==> src/rtl/wbq_pkg.sv <==
package wbq_pkg;

    typedef enum logic [1:0] {
        CLS_NOP  = 2'b00,
        CLS_OP   = 2'b01,
        CLS_VEC  = 2'b10,
        CLS_OP_B = 2'b11
    } step_cls_e;

    // Sum of a ring index (< n) and an offset (<= n), folded back into 0..n-1.
    function automatic int unsigned ring_add(int unsigned a, int unsigned b, int unsigned n);
        int unsigned s;
        s = a + b;
        if (s >= n) s = s - n;
        if (s >= n) s = s - n;
        return s;
    endfunction

    function automatic logic cls_parks(step_cls_e c);
        return (c == CLS_OP) || (c == CLS_OP_B);
    endfunction

endpackage

==> src/rtl/wbq_head_ptr.sv <==
module wbq_head_ptr #(
    parameter int SLOTS = 7,
    localparam int PTR_W = (SLOTS > 1) ? $clog2(SLOTS) : 1
) (
    input  logic             clk,
    input  logic             rst,
    input  logic             adv_i,
    output logic [PTR_W-1:0] head_o
);
    localparam logic [PTR_W-1:0] LAST = PTR_W'(SLOTS - 1);

    logic [PTR_W-1:0] head_q;

    always_ff @(posedge clk) begin
        if (rst) begin
            head_q <= '0;
        end else if (adv_i) begin
            head_q <= (head_q == LAST) ? '0 : head_q + 1'b1;
        end
    end

    assign head_o = head_q;

    a_r5_head_in_range: assert property (@(posedge clk) disable iff (rst)
        head_q <= LAST);

    a_r5_head_advances: assert property (@(posedge clk) disable iff (rst)
        adv_i |=> (head_q == (($past(head_q) == LAST) ? '0 : $past(head_q) + 1'b1)));

    a_r8_head_held: assert property (@(posedge clk) disable iff (rst)
        !adv_i |=> $stable(head_q));

endmodule

==> src/rtl/wbq_slot_ring.sv <==
module wbq_slot_ring #(
    parameter int DATA_W = 32,
    parameter int SLOTS  = 7,
    localparam int PTR_W = (SLOTS > 1) ? $clog2(SLOTS) : 1
) (
    input  logic              clk,
    input  logic              rst,
    input  logic [PTR_W-1:0]  rd_idx_i,
    output logic [DATA_W-1:0] rd_data_o,
    input  logic              clr_en_i,
    input  logic [PTR_W-1:0]  clr_idx_i,
    input  logic              ins_en_i,
    input  logic [PTR_W-1:0]  ins_idx_i,
    input  logic [DATA_W-1:0] ins_data_i
);
    logic [DATA_W-1:0] slot_q [SLOTS];

    for (genvar g = 0; g < SLOTS; g++) begin : g_slot
        localparam logic [PTR_W-1:0] IDX = PTR_W'(g);
        always_ff @(posedge clk) begin
            if (rst) begin
                slot_q[g] <= '0;
            end else if (ins_en_i && ins_idx_i == IDX) begin
                slot_q[g] <= ins_data_i;   // park beats clear
            end else if (clr_en_i && clr_idx_i == IDX) begin
                slot_q[g] <= '0;
            end
        end
    end

    assign rd_data_o = slot_q[rd_idx_i];

    a_r10_park_lands: assert property (@(posedge clk) disable iff (rst)
        ins_en_i |=> (slot_q[$past(ins_idx_i)] == $past(ins_data_i)));

    a_r5_pop_clears: assert property (@(posedge clk) disable iff (rst)
        (clr_en_i && !(ins_en_i && ins_idx_i == clr_idx_i))
        |=> (slot_q[$past(clr_idx_i)] == '0));

endmodule

==> src/rtl/wbq_retire_queue.sv <==
module wbq_retire_queue #(
    parameter int DATA_W = 32,
    parameter int SLOTS  = 7,
    parameter int IDX_W  = 7,
    localparam int LAT_W = $clog2(SLOTS + 1),
    localparam int PTR_W = (SLOTS > 1) ? $clog2(SLOTS) : 1
) (
    input  logic              clk,
    input  logic              rst,
    input  logic              step_i,
    input  logic [1:0]        cls_i,
    input  logic [DATA_W-1:0] result_i,
    input  logic [LAT_W-1:0]  lat_i,
    input  logic [IDX_W-1:0]  dest_i,
    output logic              rf_we_o,
    output logic [IDX_W-1:0]  rf_waddr_o,
    output logic [DATA_W-1:0] rf_wdata_o
);
    import wbq_pkg::*;

    step_cls_e         cls;
    logic              pop_step;
    logic              park_step;
    logic [PTR_W-1:0]  head;
    logic [PTR_W-1:0]  park_idx;
    logic [DATA_W-1:0] head_val;

    assign cls       = step_cls_e'(cls_i);
    assign pop_step  = step_i && (cls != CLS_VEC);
    assign park_step = step_i && cls_parks(cls);
    assign park_idx  = PTR_W'(ring_add(int'(head), int'(lat_i), SLOTS));

    wbq_head_ptr #(.SLOTS(SLOTS)) u_ptr (
        .clk    (clk),
        .rst    (rst),
        .adv_i  (pop_step),
        .head_o (head)
    );

    wbq_slot_ring #(.DATA_W(DATA_W), .SLOTS(SLOTS)) u_ring (
        .clk        (clk),
        .rst        (rst),
        .rd_idx_i   (head),
        .rd_data_o  (head_val),
        .clr_en_i   (pop_step),
        .clr_idx_i  (head),
        .ins_en_i   (park_step),
        .ins_idx_i  (park_idx),
        .ins_data_i (result_i)
    );

    assign rf_we_o    = pop_step && (dest_i != '0);
    assign rf_waddr_o = dest_i;
    assign rf_wdata_o = head_val;

    a_r2_idle_no_write: assert property (@(posedge clk) disable iff (rst)
        !step_i |-> !rf_we_o);

    a_r4_zero_dest_no_write: assert property (@(posedge clk) disable iff (rst)
        (dest_i == '0) |-> !rf_we_o);

    a_r8_vec_no_write: assert property (@(posedge clk) disable iff (rst)
        (step_i && cls_i == 2'b10) |-> !rf_we_o);

    a_r6_park_in_range: assert property (@(posedge clk) disable iff (rst)
        park_step |-> (park_idx < PTR_W'(SLOTS)));

endmodule

==> config.mk <==
export PLATFORM = sky130hd
export DESIGN_NAME = wbq_retire_queue
export DESIGN_NICKNAME = d
export VERILOG_FILES = /design/src/rtl/wbq_pkg.sv /design/src/rtl/wbq_head_ptr.sv /design/src/rtl/wbq_slot_ring.sv /design/src/rtl/wbq_retire_queue.sv
export SDC_FILE = /design/constraint.sdc
export NUM_CORES = 1
export LEC_CHECK = 0
export CAP_MARGIN = 20
export CORE_UTILIZATION = 63
export DETAILED_ROUTE_END_ITERATION = 7
export PLACE_DENSITY = 0.95
export SETUP_SLACK_MARGIN = 0.15
export SLEW_MARGIN = 20
export SYNTH_ARGS = -nofsm -noshare
export SYNTH_HDL_FRONTEND = slang
export SYNTH_SLANG_ARGS = --single-unit
==> constraint.sdc <==
create_clock -name clk -period 9.2 [get_ports clk]
set_input_delay 0.92 -clock clk [delete_from_list [all_inputs] [get_ports clk]]
set_output_delay 0.92 -clock clk [all_outputs]
set_load 0.03 [all_outputs]
==> results.md <==
- Hold buffer count at cts: 0
- H-tree Lvls: 1
- Fin crit period: 5750 ps
- Drt drc: 0
- First-pass GRT wire length: 40200 µm
- MaxCap Viol Count: 0
- Logic pwr share: 18.5%
- Full die area: 17700 µm²
- Share of layout cells above drive strength 1: 15.3%
- Peak supply drop: 0.166 mV
- Detailed-router iteration count before antenna repair: 5
- CTS tree: done
- R2r worst-path depth: 15
- Critical R2R Launch: u_ptr.head_o[0]
- CTS root buf: clkbuf_16
- Sw power: 721 µW
- Slew at the pin closest to its max-slew limit: 1120 ps
- Final period utilization: 62.6%
- FMAX: 174 MHz
- Initial antenna violation count: 0
- Number of top-level pins: 87
- Worst-Skew Late Latency: 520 ps
- Met1 GRT Util: 38.5%
- Core area: 16600 µm²
- Port-buffer cells: 86
- Setup bufs post-CTS: 0
- Simple-Gate Fraction of Synth Area: 14.5%
- Synth Flop Type: edfxtp_1
- Mux cell area share after synthesis: 13.0%
- Crit end category: register
- Setup total negative slack: 0 ps
- Detailed-route wire length per cell: 24.2 µm
- Register share of total power: 48.6%
- Via count: 7443
- R2r setup slk: 3740 ps
- Row count: 47
- Starting Density: 65.0%
- Total track usage: 29.8%
- Avg Cell Area, Syn: 13.2 µm²
- Leakage power: 4.10 nW
- GR peak layer: met2
- Crit path DAT: 5880 ps
- Post-synth ARST share: 0%
- Clock input transition at the sequential cells of the worst setup and hold paths: 70 ps
- Layout area overhead: 15.9%
- Clk buf depth: 3
- Post-DP HPWL: 14200 µm
- Nets: 930
- CP endpoint: u_ring.slot_q[3][17]
- Largest net degree at the start of global routing: 100
- Worst slew margin: 25.4%
- YS warnings: 0
- Number of vias per cell: 6.72
- Pwr/cell area: 208 nW/µm²
- Synth Instances: 822
- Worst EP required: 9330 ps
- DRT antenna net count: 0
- Sw frac: 27.7%
- Grt ovf: 0
- Vert. Die Dim: 133 µm
- Synthesized area: 10800 µm²
- Setup Viol. Count Final: 0
- Post-synth EDFFs: 224
- Worst r2r dst: u_ring.slot_q[3][17]
- Internal power: 1.88 mW
- CP Launch Type: input port
- Final wirelength: 26800 µm
- Worst-path maximum fanout: 70
- DRC violation total after the first TritonRoute iteration: 875
- Post-Syn Nets: 876
- Compound-Gate Fraction of Synth Area: 4.44%
- Ant. Diodes: 0
- Adder-Cell Fraction of Synth Area: 0.880%
- Hold Vio Cnt, Final: 0
- Crit path kind: in2reg
- CTS Buf Count: 22
- Status: completed
- Sequential-to-total area share from yosys stat: 63.3%
- Setup ws final: 3450 ps
- Largest family of logic cells by synthesized area: simple AND/OR/NAND/NOR gates
- Clock sinks: 230
- RSZ-0062 raised after global routing: false
- FF+latch count, synth: 230
- XOR/XNOR Fraction of Synth Area: 0.301%
- Met2 usage: 49.2%
- Final Max Slew Viols: 0
- Power share of the clock group: 32.9%
- Vias in the first global route: 7313
- Crit path from: lat_i[0]
- Cts repair resizes: 0
- Die Wd: 133 µm
- Final GP Congestion: 0.834
- Met3 Use GR: 4.41%
- Skew final: 11.1 ps
- Number of distinct library cells after synthesis: 47
- DP Worst Slack: 2830 ps
- Hold WC Path Type: reg2reg
-- Yosys cell counts, types with 2 or more instances --
cell | instances | area [µm²]
mux4_2 | 32 | 721
buf_1 | 8 | 30.0
mux2i_1 | 32 | 320
mux2_2 | 32 | 360
nor3_2 | 10 | 100
edfxtp_1 | 224 | 6730
o21ai_0 | 43 | 215
o211ai_1 | 3 | 22.5
o21ai_1 | 2 | 10.0
nor2_1 | 105 | 394
nand2b_1 | 33 | 206
buf_6 | 4 | 45.0
o2111ai_1 | 3 | 26.3
ha_1 | 6 | 75.1
nand3_1 | 4 | 20.0
dfxtp_1 | 6 | 120
a21oi_1 | 13 | 65.1
a31oi_1 | 5 | 31.3
nor3_1 | 121 | 606
o21a_1 | 2 | 15.0
buf_2 | 23 | 115
nand2_1 | 42 | 158
inv_1 | 8 | 30.0
clkbuf_1 | 32 | 120
buf_4 | 7 | 52.6
-- sequential cells by signal, summed over array words and instances, names as in the netlist, named ones only --
register       flops
u_ring.slot_q    224
u_ptr.head_o       3
-- per-layer routing --
layer / up-vias / part of all wire, %
met4: 0 / 4.4
li1: 3177 / -
met5: - / 0
met3: 85 / 9.3
met2: 575 / 50
met1: 3606 / 36
-- cells in the final DEF (no fill, tap or decap), drive strengths merged, types with 3 or more instances in the layout --
master / Yosys / routed
nand2b: 33 / 33
clkdlybuf4s50: 0 / 86
clkinv: 0 / 8
clkbuf: 32 / 27
nor3: 131 / 131
a31oi: 5 / 5
edfxtp: 224 / 224
nor2: 105 / 105
o211ai: 3 / 3
inv: 8 / 8
nand2: 42 / 42
o2111ai: 3 / 3
mux2i: 32 / 32
ha: 6 / 6
mux2: 32 / 32
o21ai: 45 / 45
a21oi: 14 / 14
buf: 42 / 18
nand3: 4 / 4
mux4: 32 / 32
dfxtp: 6 / 6
-- worst max-delay path, cell delays in order --
cell and delay, ps:
clkdlybuf4s50_1 460, ha_1 180, inv_1 60, fa_1 610, inv_1 80, ha_1 350
a221oi_2 350, o21ai_0 130, ha_1 310, inv_1 120, a21oi_1 80, o21ai_0 290
a21oi_1 270, or2_4 460, buf_16 270, o21ai_4 910
-- cell families (layout without fill, tap and decap cells) --
group	count (synthesis)	in the layout
and+or+nand+nor	325	325
DFF	230	230
muxes	96	96
buffers and inverters	82	148
AOI/OAI and AO/OA	80	80
adders and majority gates	7	7
xor gates and xnor gates	2	2
-- cell type report --
class	count	area (µm²)
clock buffers	27	591
clock inverters	9	62.6
fillers	918	4120
inverters	8	30.0
multi-input cells	510	3650
flip-flops and latches	230	6850
well taps	220	275
repair buffers	104	1060
-- stage by stage --
step                      instances  power [mW]  hold slack, ps  area [µm²]  utilization [%]
after floorplan                 822        1.59             529       10800                -
after global placement         1068        1.71             584       11800             70.8
after detailed placement       1068        1.73             600       11800             70.8
after CTS                      1104        2.56             614       12400             74.7
after global routing           1108        2.66             651       12500             75.3
final                          1108        2.60             620       12500             75.3
-- how the worst min path moves through the flow --
stage,from,to,slack (ps),cells after the start
floorplan,u_ptr.head_o[0],register,530,2
global placement,u_ptr.head_o[0],register,580,2
detailed placement,u_ptr.head_o[0],register,600,2
CTS,u_ptr.head_o[0],register,610,2
global route,u_ptr.head_o[0],register,650,2
finish,u_ptr.head_o[0],register,620,2
-- power by group through the flow --
stage,clock network [mW],logic [mW],registers [mW]
floorplan,0,0.321,1.27
global placement,0,0.432,1.28
detailed placement,0,0.446,1.28
CTS,0.847,0.454,1.26
global route,0.884,0.506,1.27
finish,0.856,0.481,1.26
Power figures use the tool's default switching activity.
